==> src/rtl/gpio_fn_pkg.sv <==
package gpio_fn_pkg;
  localparam int FN_W = 3;

  typedef enum logic [FN_W-1:0] {
    FN_INPUT  = 3'd0,
    FN_OUTPUT = 3'd1,
    FN_ALT_F  = 3'd2,
    FN_ALT_E  = 3'd3,
    FN_ALT_A  = 3'd4,
    FN_ALT_B  = 3'd5,
    FN_ALT_C  = 3'd6,
    FN_ALT_D  = 3'd7
  } fn_code_e;

  // word indices (byte address / 4)
  localparam int WI_FSEL = 0;
  localparam int WI_SET  = 7;
  localparam int WI_CLR  = 10;
  localparam int WI_LEV  = 13;

  function automatic logic [FN_W-1:0] alt_index(input logic [FN_W-1:0] code);
    if (code[2])               return {1'b0, code[1:0]};
    else if (code == FN_ALT_E) return 3'd4;
    else if (code == FN_ALT_F) return 3'd5;
    else                       return 3'd0;
  endfunction
endpackage

==> src/rtl/gpio_in_sync.sv <==
module gpio_in_sync #(
  parameter int NUM_PINS = 54
) (
  input  logic                clk,
  input  logic                rst,
  input  logic [NUM_PINS-1:0] pin_in,
  output logic [NUM_PINS-1:0] lvl_q
);
  logic [NUM_PINS-1:0] meta_q;
  logic [1:0]          age_q;

  always_ff @(posedge clk) begin
    if (rst) begin
      meta_q <= '0;
      lvl_q  <= '0;
      age_q  <= '0;
    end else begin
      meta_q <= pin_in;
      lvl_q  <= meta_q;
      if (age_q != 2'd2) age_q <= age_q + 2'd1;
    end
  end


  sync_delay_chk: assert property (@(posedge clk) disable iff (rst)
    (age_q == 2'd2) |-> (lvl_q == $past(pin_in, 2)));
endmodule

==> src/rtl/gpio_pin_cfg.sv <==
module gpio_pin_cfg
  import gpio_fn_pkg::*;
#(
  parameter int NUM_PINS = 54,
  parameter int BUS_W    = 32,
  parameter int WIDX_W   = 6
) (
  input  logic                     clk,
  input  logic                     rst,
  input  logic                     we,
  input  logic [WIDX_W-1:0]        widx,
  input  logic [BUS_W-1:0]         wdata,
  output logic [NUM_PINS*FN_W-1:0] fsel_flat,
  output logic [NUM_PINS-1:0]      lat_q
);
  localparam int PER_WORD = BUS_W / FN_W;

  for (genvar p = 0; p < NUM_PINS; p++) begin : g_pin
    localparam int FREG = p / PER_WORD;
    localparam int FOFF = (p % PER_WORD) * FN_W;
    localparam int BANK = p / BUS_W;
    localparam int BITP = p % BUS_W;
    localparam logic [WIDX_W-1:0] FS_IDX  = WIDX_W'(WI_FSEL + FREG);
    localparam logic [WIDX_W-1:0] SET_IDX = WIDX_W'(WI_SET + BANK);
    localparam logic [WIDX_W-1:0] CLR_IDX = WIDX_W'(WI_CLR + BANK);

    always_ff @(posedge clk) begin
      if (rst) begin
        fsel_flat[p*FN_W +: FN_W] <= FN_INPUT;
        lat_q[p]                  <= 1'b0;
      end else if (we) begin
        if (widx == FS_IDX) fsel_flat[p*FN_W +: FN_W] <= wdata[FOFF +: FN_W];
        if (widx == SET_IDX && wdata[BITP]) lat_q[p] <= 1'b1;
        if (widx == CLR_IDX && wdata[BITP]) lat_q[p] <= 1'b0;
      end
    end
  end


  set_bit0_chk: assert property (@(posedge clk) disable iff (rst)
    (we && widx == WIDX_W'(WI_SET) && wdata[0]) |=> lat_q[0]);

  clr_bit0_chk: assert property (@(posedge clk) disable iff (rst)
    (we && widx == WIDX_W'(WI_CLR) && wdata[0]) |=> !lat_q[0]);

  clr_zero_chk: assert property (@(posedge clk) disable iff (rst)
    (we && widx == WIDX_W'(WI_CLR) && wdata == '0) |=> $stable(lat_q));
endmodule

==> src/rtl/gpio_pad_decode.sv <==
module gpio_pad_decode
  import gpio_fn_pkg::*;
#(
  parameter int NUM_PINS = 54
) (
  input  logic                     clk,
  input  logic                     rst,
  input  logic [NUM_PINS*FN_W-1:0] fsel_flat,
  input  logic [NUM_PINS-1:0]      lat_q,
  output logic [NUM_PINS-1:0]      pad_oe,
  output logic [NUM_PINS-1:0]      pad_out,
  output logic [NUM_PINS-1:0]      pad_alt_en,
  output logic [NUM_PINS*FN_W-1:0] pad_alt_sel
);
  for (genvar p = 0; p < NUM_PINS; p++) begin : g_pad
    logic [FN_W-1:0] code;
    logic            is_alt;
    assign code   = fsel_flat[p*FN_W +: FN_W];
    assign is_alt = code[2] | code[1];

    always_ff @(posedge clk) begin
      if (rst) begin
        pad_oe[p]                   <= 1'b0;
        pad_out[p]                  <= 1'b0;
        pad_alt_en[p]               <= 1'b0;
        pad_alt_sel[p*FN_W +: FN_W] <= '0;
      end else begin
        pad_oe[p]                   <= (code == FN_OUTPUT);
        pad_out[p]                  <= lat_q[p];
        pad_alt_en[p]               <= is_alt;
        pad_alt_sel[p*FN_W +: FN_W] <= is_alt ? alt_index(code) : '0;
      end
    end
  end


  rst_pads_chk: assert property (@(posedge clk)
    $past(rst) |-> (pad_oe == '0 && pad_alt_en == '0 && pad_out == '0));

  oe_alt_excl_chk: assert property (@(posedge clk) disable iff (rst)
    (pad_oe & pad_alt_en) == '0);
endmodule

==> src/rtl/gpio_fn_regs.sv <==
module gpio_fn_regs
  import gpio_fn_pkg::*;
#(
  parameter int NUM_PINS = 54,
  parameter int BUS_W    = 32,
  parameter int ADDR_W   = 8
) (
  input  logic                     clk,
  input  logic                     rst,
  input  logic [ADDR_W-1:0]        bus_addr,
  input  logic                     bus_we,
  input  logic [BUS_W-1:0]         bus_wdata,
  output logic [BUS_W-1:0]         bus_rdata,
  input  logic [NUM_PINS-1:0]      pin_in,
  output logic [NUM_PINS-1:0]      pad_oe,
  output logic [NUM_PINS-1:0]      pad_out,
  output logic [NUM_PINS-1:0]      pad_alt_en,
  output logic [NUM_PINS*FN_W-1:0] pad_alt_sel
);
  localparam int WIDX_W    = ADDR_W - 2;
  localparam int PER_WORD  = BUS_W / FN_W;
  localparam int NUM_FS    = (NUM_PINS + PER_WORD - 1) / PER_WORD;
  localparam int NUM_BANKS = (NUM_PINS + BUS_W - 1) / BUS_W;

  logic [WIDX_W-1:0]        widx;
  logic [NUM_PINS*FN_W-1:0] fsel_flat;
  logic [NUM_PINS-1:0]      lat_q;
  logic [NUM_PINS-1:0]      lvl_q;
  logic [NUM_BANKS*BUS_W-1:0] lvl_pad;
  logic [BUS_W-1:0]         fs_word [NUM_FS];
  logic [BUS_W-1:0]         rd_next;

  assign widx    = bus_addr[ADDR_W-1:2];
  assign lvl_pad = {{(NUM_BANKS*BUS_W-NUM_PINS){1'b0}}, lvl_q};

  gpio_in_sync #(.NUM_PINS(NUM_PINS)) u_sync (
    .clk(clk), .rst(rst), .pin_in(pin_in), .lvl_q(lvl_q));

  gpio_pin_cfg #(.NUM_PINS(NUM_PINS), .BUS_W(BUS_W), .WIDX_W(WIDX_W)) u_cfg (
    .clk(clk), .rst(rst), .we(bus_we), .widx(widx), .wdata(bus_wdata),
    .fsel_flat(fsel_flat), .lat_q(lat_q));

  gpio_pad_decode #(.NUM_PINS(NUM_PINS)) u_pad (
    .clk(clk), .rst(rst), .fsel_flat(fsel_flat), .lat_q(lat_q),
    .pad_oe(pad_oe), .pad_out(pad_out), .pad_alt_en(pad_alt_en),
    .pad_alt_sel(pad_alt_sel));

  always_comb begin
    for (int k = 0; k < NUM_FS; k++) begin
      fs_word[k] = '0;
      for (int j = 0; j < PER_WORD; j++) begin
        if (k * PER_WORD + j < NUM_PINS)
          fs_word[k][j*FN_W +: FN_W] = fsel_flat[(k*PER_WORD+j)*FN_W +: FN_W];
      end
    end
  end

  always_comb begin
    rd_next = '0;
    for (int k = 0; k < NUM_FS; k++)
      if (widx == WIDX_W'(WI_FSEL + k)) rd_next = fs_word[k];
    for (int b = 0; b < NUM_BANKS; b++)
      if (widx == WIDX_W'(WI_LEV + b)) rd_next = lvl_pad[b*BUS_W +: BUS_W];
  end

  always_ff @(posedge clk) begin
    if (rst) bus_rdata <= '0;
    else     bus_rdata <= rd_next;
  end


  set_reads_zero_chk: assert property (@(posedge clk) disable iff (rst)
    (widx == WIDX_W'(WI_SET) || widx == WIDX_W'(WI_CLR)) |=> (bus_rdata == '0));

  fs_top_bits_chk: assert property (@(posedge clk) disable iff (rst)
    (widx < WIDX_W'(NUM_FS)) |=> (bus_rdata[BUS_W-1:PER_WORD*FN_W] == '0));
endmodule

==> config.mk <==
export PLATFORM = sky130hd
export DESIGN_NAME = gpio_fn_regs
export DESIGN_NICKNAME = d
export VERILOG_FILES = /design/src/rtl/gpio_fn_pkg.sv /design/src/rtl/gpio_in_sync.sv /design/src/rtl/gpio_pin_cfg.sv /design/src/rtl/gpio_pad_decode.sv /design/src/rtl/gpio_fn_regs.sv
export SDC_FILE = /design/constraint.sdc
export NUM_CORES = 1
export LEC_CHECK = 0
export ABC_AREA = 1
export BUFFER_PORTS_ARGS = -buffer_cell sky130_fd_sc_hd__buf_4
export CAP_MARGIN = 20
export CORE_MARGIN = 2
export CORE_UTILIZATION = 35
export DETAILED_ROUTE_END_ITERATION = 12
export PLACE_DENSITY_LB_ADDON = 0.1
export SLEW_MARGIN = 20
export SYNTH_ARGS = -nofsm -noshare
export SYNTH_HDL_FRONTEND = slang
export SYNTH_SLANG_ARGS = --single-unit
==> constraint.sdc <==
create_clock -name clk -period 1.68 [get_ports clk]
set_input_delay 0.42 -clock clk [delete_from_list [all_inputs] [get_ports clk]]
set_output_delay 0.42 -clock clk [all_outputs]
set_load 0.02 [all_outputs]
* Word level (Yosys, flattened, before mapping)
Index checks and enable logic that the tools add are counted.
** Storage, ports and cells
- Bits in writable memories :: 0
- Memories :: 0
- Bits in latches :: 0
- Word-level logic and storage cells :: 1273
- Memory bits (read-only) :: 0
- Input bits :: 97
- Register bits :: 680
- Output and inout port bits :: 356
** Cells by class
- Multiplexer cells :: 278
- Div/mod/pow operators :: 0
- Bitwise gates (word level) :: 108
- Reductions and logical operators :: 332
- Multipliers :: 0
- Shift operators :: 0
- $lt $le $gt $ge :: 0
- Equality and inequality tests :: 173
- Add/sub/neg operators :: 0
** Operators with widths (number)
- 3-bit by 2-bit equality test with 1-bit output (second input constant) :: 108
- 3-bit two-way mux :: 108
- 32-bit two-way mux :: 6
- 3-bit by 1-bit equality test with 1-bit output (second input constant) :: 54
- 3-bit OR reduction :: 54
- 2-bit AND reduction :: 60
- 2-bit OR reduction :: 55
- 1-bit logical AND :: 108
- 1-bit two-way mux :: 108
- 2-bit two-way mux :: 54
- 2-bit nonzero test :: 54
- 1-bit NOT :: 54
- 1-bit bitwise OR :: 54
- 6-bit by 4-bit equality test with 1-bit output (second input constant) :: 5
- 30-bit two-way mux :: 1
- 22-bit two-way mux :: 1
- 6-bit by 3-bit equality test with 1-bit output (second input constant) :: 3
- 6-bit by 2-bit equality test with 1-bit output (second input constant) :: 2
- 6-bit by 1-bit equality test with 1-bit output (second input constant) :: 1
- 6-bit zero test :: 1

* Longest topological paths before layout
Gate-level depths: netlist of run 1.
- Word-level depth :: 9
- Gate-level depth with buffers :: 10
- Gate-level depth less buffers :: 9

* Modules after synthesis
From an unflattened synthesis of run 1, not the netlist that was laid out.
** Unflattened totals
- Cells, all modules :: 3353
- Area total of the unflattened synthesis :: 24576.1 um^2
** Modules (own cells, without submodules)
- gpio_pad_decode :: sequential area each 6486.2 um^2, area an instance 9610.5 um^2, times used 1, cells each 1104
- gpio_pin_cfg :: sequential area each 4324.1 um^2, area an instance 9107.5 um^2, times used 1, cells each 1411
- gpio_in_sync :: sequential area each 2162.1 um^2, area an instance 3057.9 um^2, times used 1, cells each 336
- gpio_fn_regs :: sequential area each 640.6 um^2, area an instance 2800.2 um^2, times used 1, cells each 502

* Worst setup path before layout of run 1
Ideal clock, no wire load.
- Path type :: input to register
- Start :: input port bus_addr[7]
- End :: register u_cfg.fsel_flat[144]
- Stages :: 9
- Buffers on the path :: 3
- Library setup time :: 0.115 ns
- Slack :: 0.000 ns
- Arrival time :: 1.564 ns
- Data required time :: 1.565 ns
- Cell sequence :: nor2_1 buf_4 nand4_4 nor2_4 inv_2 buf_2 buf_2 o21ai_0 inv_1
** Between the ends
- Word-level cells in the longest chain between the ends :: 2
** Ends and longest elaborated chain
- from (decl) :: line gpio_fn_regs.sv:10 : input logic [ADDR_W-1:0] bus_addr,
- 6-bit by 3-bit equality test with 1-bit output :: line gpio_pin_cfg.sv:32 : if (widx == FS_IDX) fsel_flat[p*FN_W +: FN_W] <= wdata[FOFF +: FN_W];
- 2-bit AND reduction (no source line)
- to (signal, indexed assignment) :: line gpio_pin_cfg.sv:32
- to (decl) :: line gpio_pin_cfg.sv:13 : output logic [NUM_PINS*FN_W-1:0] fsel_flat,
No other way between the ends.
A chain may end at the register's enable or synchronous reset.

* Worst setup path after layout of run 1
- Start :: register bus_rdata[13]
- End :: output port bus_rdata[13]
** RTL lines
- from (decl) :: line gpio_fn_regs.sv:13 : output logic [BUS_W-1:0] bus_rdata,
- from (signal assigned) :: line gpio_fn_regs.sv:68 : else bus_rdata <= rd_next;
No word-level cell between the ends.

==> results of run 1 <==
-- Yosys cell counts (16+ instances only) --
cell	n	area share
dfxtp_1	680	0.60
nand3_1	94	0.021
clkbuf_1	74	0.012
a22oi_1	23	0.0077
o21ai_1	21	0.0047
nand4_1	45	0.012
buf_1	16	0.0027
inv_1	415	0.069
nor4_1	27	0.0075
buf_2	38	0.0084
nand2_1	359	0.060
nor2_1	349	0.058
o21ai_0	181	0.040
nor3_1	79	0.018
o22ai_1	36	0.010
and3_1	31	0.0086
a21oi_1	146	0.032
-- per-layer routing --
| metal | global-route usage | vias up | wire length, um |
|---|---|---|---|
| met1 | 0.3254 | 8962 | 36410 |
| met4 | 0.06310 | 8 | 1367 |
| met3 | 0.06164 | 86 | 6451 |
| met5 | 0 | - | 59 |
| li1 | - | 9559 | - |
| met2 | 0.3445 | 672 | 33510 |
-- registers in the layout, summed over array words and instances (netlist names) --
signal             cells
u_pad.pad_alt_en      54
u_cfg.lat_q           54
u_cfg.fsel_flat      162
u_pad.pad_oe          54
u_sync.meta_q         54
u_pad.pad_out         54
u_sync.lvl_q          54
bus_rdata             32
u_pad.pad_alt_sel    162
-- power by group through the flow --
stage          Clock, mW  Combinational (mW)  Sequential [mW]
5_1_grt             18.0                1.67             16.4
3_3_place_gp           0                1.49             16.8
3_5_place_dp           0                1.50             16.8
6_report            16.9                1.53             16.4
2_1_floorplan          0               0.634             16.8
4_1_cts             17.3                1.53             16.4
-- area by class of cell --
class | instances | area (sq um) | area share
Antenna cell | 5 | 12.51 | 0.0004107
Clock buffer | 113 | 2285 | 0.07500
Clock inverter | 19 | 281.5 | 0.009242
Inverter | 420 | 1582 | 0.05192
Multi-Input combinational cell | 1447 | 6827 | 0.2241
Sequential cell | 680 | 13610 | 0.4469
Tap cell | 855 | 1070 | 0.03512
Timing Repair Buffer | 577 | 4792 | 0.1573
-- per-stage QoR --
step	area, sq um	setup slack [ns]
6_report	30460	0.06110
5_1_grt	30460	0.03712
4_1_cts	30450	0.02493
3_5_place_dp	27720	-0.3965
3_3_place_gp	27720	-0.3321
2_1_floorplan	22550	0.0002279
-- kinds of logic (layout without fill, tap and decap cells) --
family                 after synthesis  after routing  share of synthesized area
other                                0              5                          0
AND/OR/NAND/NOR                   1014           1014                     0.1978
AO/OA/AOI/OAI                      433            433                     0.1037
flip-flops                         680            680                     0.6037
buffers and inverters              552           1129                    0.09483
-- worst paths after layout --
kind	cells past startpoint	from	slack (ns)	end
max	1	bus_rdata[13]	0.06	bus_rdata[13]
min	3	pin_in[11]	0.03	u_sync.meta_q[11]
max reg2reg	6	u_cfg.fsel_flat[33]	0.39	bus_rdata[3]
min reg2reg	2	u_sync.meta_q[1]	0.40	u_sync.lvl_q[1]
-- placed cells by master, fill, tap and decap left out, types with 7 or more instances in the layout --
cell type and count:
clkbuf_16 79, nor4_1 27, clkbuf_8 18, dfxtp_1 680
clkbuf_1 16, and3b_1 10, and3_1 31, a22oi_1 23
nand2_1 359, o22ai_1 36, o21bai_1 10, nand3_1 94
clkinv_2 8, inv_1 415, o21ai_1 21, buf_12 33
bufinv_16 7, nor3_1 79, nor2_1 346, o21ai_0 181
a21oi_1 146, dlygate4sd3_1 16, nand4_1 45, nor2_4 10
buf_4 527, o211ai_1 8
==> impl_metrics.env, run 1 <==
export IMPL_cts_htree_levels=3
export IMPL_grt_overflow_total=0
export IMPL_final_cells=4116
export IMPL_status="complete, no violations"
export IMPL_synthesis_area_sq_mm=0.02255
export IMPL_totalWireLength_mm=77.80
export IMPL_port_buffers=450
export IMPL_root_buffer="clkbuf_16"
export IMPL_cp_data_required_time_ns=1.26
export IMPL_leakage_nw=14.10
export IMPL_crit_arrival_ns=1.20
export IMPL_final_layout_size_suffix_gt1_frac=0.2165
export IMPL_relSlewSlack=0.5783
export IMPL_setup_viol=0
export IMPL_post_route_util=0.4751
export IMPL_syn_area_per_cell_sq_um=8.417
export IMPL_p_clk_frac=0.485
export IMPL_coreArea_sq_mm=0.06412
export IMPL_yosysSeqAreaShare=0.6037
export IMPL_drcViolationCount=0
export IMPL_path_max_fanout=1
export IMPL_path_buf_inv=1
export IMPL_clockBufferDepth=3
export IMPL_max_freq_ghz=0.6177
export IMPL_slowest_stage="dfxtp_1"
export IMPL_area_growth_pct=35.09
export IMPL_fin_nets=3296
export IMPL_cap_violations=0
export IMPL_path_class="register to output pin"
export IMPL_slew_viol_final=0
export IMPL_cts_resized=0
export IMPL_clk_pin_slew_ns=0.06
export IMPL_synth_edff_count=0
export IMPL_dp_cells=3963
export IMPL_drt_initial_drc_count=1561
export IMPL_ys_ff_latch=680
export IMPL_min_period_ns=1.619
export IMPL_synth_cell_type_count=35
export IMPL_syn_inst=2679
export IMPL_viasPerCell=4.686
export IMPL_end_kind="output pin"
export IMPL_grt_util_all_layers=0.2299
export IMPL_firstDrtPassIters=7
export IMPL_grt_pass1_wl_mm=115.7
export IMPL_seq_power_share=0.471
export IMPL_ir_drop_mv=0.6406
export IMPL_hp_class="input pin to register"
export IMPL_yosysWarnings=0
export IMPL_num_fill_cells=6254
export IMPL_dp_hpwl_mm=59.18
export IMPL_swShare=0.2165
export IMPL_tightest_slew_ns=0.6268
export IMPL_hold_viol=0
export IMPL_tritoncts="built"
export IMPL_clock_sinks=680
export IMPL_grt_setup_unrepaired="no"
export IMPL_async_flop_share=0
export IMPL_clkLatencyLatePin_ns=0.61
export IMPL_synthFlopType="dfxtp_1"
export IMPL_grt_max_degree=64
export IMPL_hold_buffers=16
export IMPL_die_h_um=257.8
export IMPL_cts_inserted_buffers=73
export IMPL_die_width_um=257.8
export IMPL_io_pins=453
export IMPL_cp_slowest_stage_delay_ns=0.42
export IMPL_cts_setup_buffers=0
export IMPL_power_density_mw_per_mm2=1145
export IMPL_syn_num_nets=2776
export IMPL_power_internal_mw=27.32
export IMPL_cp_cell_sequence="buf_4"
export IMPL_period_share=0.9636
export IMPL_initial_core_util=0.3517
export IMPL_skew_ns=0.02072
export IMPL_wl_per_cell_um=18.90
export IMPL_place_gp_congestion=0.8885
export IMPL_vias=19290
export IMPL_cp_start_kind="register"
export IMPL_finalPower_mw=34.87
export IMPL_holdWs_ns=0.02680
export IMPL_rows=93
export IMPL_power_frac_comb=0.044
export IMPL_grt_pass1_vias=18710
export IMPL_fin_tns_setup_ns=0
export IMPL_power_switching_mw=7.551
export IMPL_die_area_sq_mm=0.06647
export IMPL_ant_nets=0
export IMPL_antenna_found_initial=8
export IMPL_cp_top_family="flip-flops"
Power figures use the tool's default switching activity.
==> run 2, diff against run 1 <==
--- a/config.mk
+++ b/config.mk
@@ -15,4 +15,5 @@
 export SLEW_MARGIN = 20
 export SYNTH_ARGS = -nofsm -noshare
 export SYNTH_HDL_FRONTEND = slang
+export SYNTH_HIERARCHICAL = 1
 export SYNTH_SLANG_ARGS = --single-unit
==> constraint.sdc (replaced) <==
create_clock -name clk -period 1.3 [get_ports clk]
set_input_delay 0.325 -clock clk [delete_from_list [all_inputs] [get_ports clk]]
set_output_delay 0.325 -clock clk [all_outputs]
set_load 0.02 [all_outputs]
==> run 2 against run 1 <==
  * Sequential power rose by 29%
  * Global-route usage barely moved
  * Critical endpoint is now pad_alt_sel[91]
  * Critical path depth did not move
  * Largest cell class unchanged
  * The run now ends with negative setup slack left
  * Routed wire length rose by 8.8%
==> impl_metrics.env, run 2 <==
export IMPL_status="finished, violations left"
export IMPL_failed_checks="negative setup slack"
export IMPL_clock_sinks=680
export IMPL_post_route_util=0.5049
export IMPL_die_area_sq_mm=0.07235
export IMPL_ir_drop_mv=0.7737
export IMPL_synthesis_area_sq_mm=0.02458
export IMPL_place_area_sq_mm=0.03024
export IMPL_fin_nets=4033
export IMPL_clk_pin_slew_ns=0.06
export IMPL_synth_top_cell_by_area="dfxtp_1"
export IMPL_async_flop_share=0
export IMPL_leakage_nw=16.34
export IMPL_tritoncts="built"
export IMPL_clkLatencyLatePin_ns=0.61
export IMPL_synth_cell_type_count=24
export IMPL_cts_setup_buffers=0
export IMPL_totalWireLength_mm=84.61
export IMPL_hold_path_startpoint="bus_wdata[31]"
export IMPL_path_class="register to output pin"
export IMPL_multi_input_area_sq_mm=0.008293
export IMPL_grt_max_degree=61
export IMPL_min_period_ns=1.436
export IMPL_root_buffer="clkbuf_16"
export IMPL_ant_nets=0
export IMPL_hold_viol=0
export IMPL_final_layout_size_suffix_gt1_frac=0.2780
export IMPL_vias=22060
export IMPL_firstDrtPassIters=5
export IMPL_grt_pass1_vias=20480
export IMPL_hp_class="input pin to register"
export IMPL_r2r_cells=6
export IMPL_setup_ws_ns=-0.1363
export IMPL_grt_util_all_layers=0.2297
export IMPL_port_buffers=450
export IMPL_cp_data_required_time_ns=0.98
export IMPL_drt_initial_drc_count=1526
export IMPL_coreArea_sq_mm=0.06979
export IMPL_clockBufferDepth=3
export IMPL_die_width_um=269.0
export IMPL_cp_cell_sequence="buf_6"
export IMPL_regArea_sq_mm=0.01407
export IMPL_final_area_sq_mm=0.03524
export IMPL_tightest_slew_ns=0.3891
export IMPL_area_growth_pct=43.37
export IMPL_grt_setup_unrepaired="yes"
export IMPL_antenna_found_initial=3
export IMPL_period_share=1.105
export IMPL_setup_viol=356
export IMPL_synth_top_cells_by_area="dfxtp_1 55%, nor2_1 13%, nand2_1 11%"
export IMPL_die_h_um=269.0
export IMPL_initial_core_util=0.3522
export IMPL_rrSetupSlack_ns=0.06
export IMPL_ys_top_cells_by_count="841 x nor2_1, 712 x nand2_1, 680 x dfxtp_1"
export IMPL_slowest_stage="dfxtp_4"
export IMPL_end_kind="output pin"
export IMPL_place_gp_congestion=0.8511
export IMPL_path_buf_inv=1
export IMPL_rows=97
export IMPL_final_cell_mix="836 x nor2_1, 712 x nand2_1, 506 x inv_1, 356 x buf_6, 350 x dfxtp_2"
export IMPL_cts_htree_levels=3
export IMPL_yosysMostFrequentCell="nor2_1"
export IMPL_synth_edff_count=0
export IMPL_grt_pass1_wl_mm=124.8
export IMPL_cap_violations=0
export IMPL_path_max_fanout=1
export IMPL_relSlewSlack=0.7403
export IMPL_yosysWarnings=6
export IMPL_final_common_cell="nor2_1"
export IMPL_ys_ff_latch=680
export IMPL_cp_slowest_stage_delay_ns=0.38
export IMPL_slew_viol_final=0
export IMPL_reg2reg_from="u_cfg/fsel_flat[6]"
export IMPL_drcViolationCount=0
export IMPL_max_freq_ghz=0.6962
export IMPL_viasPerCell=4.469
export IMPL_yosysSeqAreaShare=0.5539
export IMPL_skew_ns=0.02282
export IMPL_holdPathStages=6
export IMPL_r2r_end="bus_rdata[6]"
export IMPL_cp_top_family="flip-flops"
export IMPL_crit_arrival_ns=1.11
export IMPL_synthFlopType="dfxtp_1"
export IMPL_cp_start_kind="register"
export IMPL_cts_inserted_buffers=76
export IMPL_grt_overflow_total=0
export IMPL_reg_largest_list="u_cfg/fsel_flat x162, u_pad/pad_alt_sel x162"
export IMPL_num_fill_cells=6835
export IMPL_syn_inst=3353
export IMPL_power_density_mw_per_mm2=1312
export IMPL_yosys_area_top_type_share=0.5539
export IMPL_io_pins=453
export IMPL_syn_area_per_cell_sq_um=7.330
export IMPL_whs_endpoint="u_cfg/lat_q[31]"
export IMPL_syn_num_nets=3450
export IMPL_wl_per_cell_um=17.14
export IMPL_dp_hpwl_mm=62.48
==> run 2: cell count changes in the layout (fill, tap and decap cells not counted), moves of 31 or more <==
cell,before,now
a21oi_1,146,26
and3_1,31,0
buf_4,527,198
buf_6,0,356
dfxtp_1,680,324
dfxtp_2,0,350
dlygate4sd3_1,16,55
inv_1,415,506
nand2_1,359,712
nand3_1,94,181
nand4_1,45,76
nor2_1,346,836
o21ai_0,181,86
o22ai_1,36,0
==> run 2: per-layer routing <==
layer  share of wire  global-route usage
met1            0.41              0.2808
met3           0.053             0.03470
met5               0                   0
met4           0.028             0.07673
met2            0.51              0.4108
==> run 2: worst max path at each step <==
stage / slack, ns / cells past startpoint / end / from
finish: -0.14 / 1 / pad_alt_sel[91] / u_pad/pad_alt_sel[91]
global route: -0.17 / 1 / pad_alt_sel[91] / u_pad/pad_alt_sel[91]
CTS: -0.18 / 1 / pad_alt_sel[91] / u_pad/pad_alt_sel[91]
floorplan: 0.02 / 9 / bus_rdata[0] / bus_addr[3]
global placement: -0.51 / 10 / bus_rdata[26] / bus_addr[7]
detailed placement: -0.50 / 11 / bus_rdata[3] / bus_addr[7]
==> run 2: through the flow <==
stage                     std cells  TNS [ns]  setup slack, ns  power, mW  hold slack [ns]
after floorplan                3353         0          0.02106      22.77           0.3883
after global placement         4743    -87.54          -0.5067      24.00           0.3899
after detailed placement       4743    -87.66          -0.5041      24.01           0.3921
after CTS                      4933    -37.62          -0.1813      46.72          0.06186
after global routing           4935    -35.87          -0.1697      47.84           0.1095
final                          4937    -23.43          -0.1363      46.24          0.09215
==> run 2: cell families after synthesis <==
| family | Yosys count | synth area share |
|---|---|---|
| flops | 680 | 0.5539 |
| simple gates | 1881 | 0.3094 |
| buf+inv | 670 | 0.1108 |
| compound gates | 122 | 0.02586 |
==> run 2: final cells by class <==
| cell class | count | area share |
|---|---|---|
| inverter | 512 | 0.05476 |
| antenna | 4 | 0.0002841 |
| sequential | 680 | 0.3994 |
| tap | 940 | 0.03338 |
| clock inverter | 22 | 0.009943 |
| timing repair buffer | 663 | 0.2021 |
| multi-input combinational | 2003 | 0.2354 |
| clock buffer | 113 | 0.06477 |
==> run 2: power breakdown <==
part           internal [mW]  total, mW  switching [mW]
clock network           13.9       22.5            8.62
registers               21.1       21.2           0.138
logic                   1.03       2.50            1.47
total                   36.0       46.2            10.2
==> run 2: timing repair <==
action | CTS | global route
endpoints found under the setup margin | 356 | 359
pin swaps | 0 | 0
endpoints found under the hold margin | 55 | 0
hold buffers | 55 | 0
gates resized for setup | 715 | 4
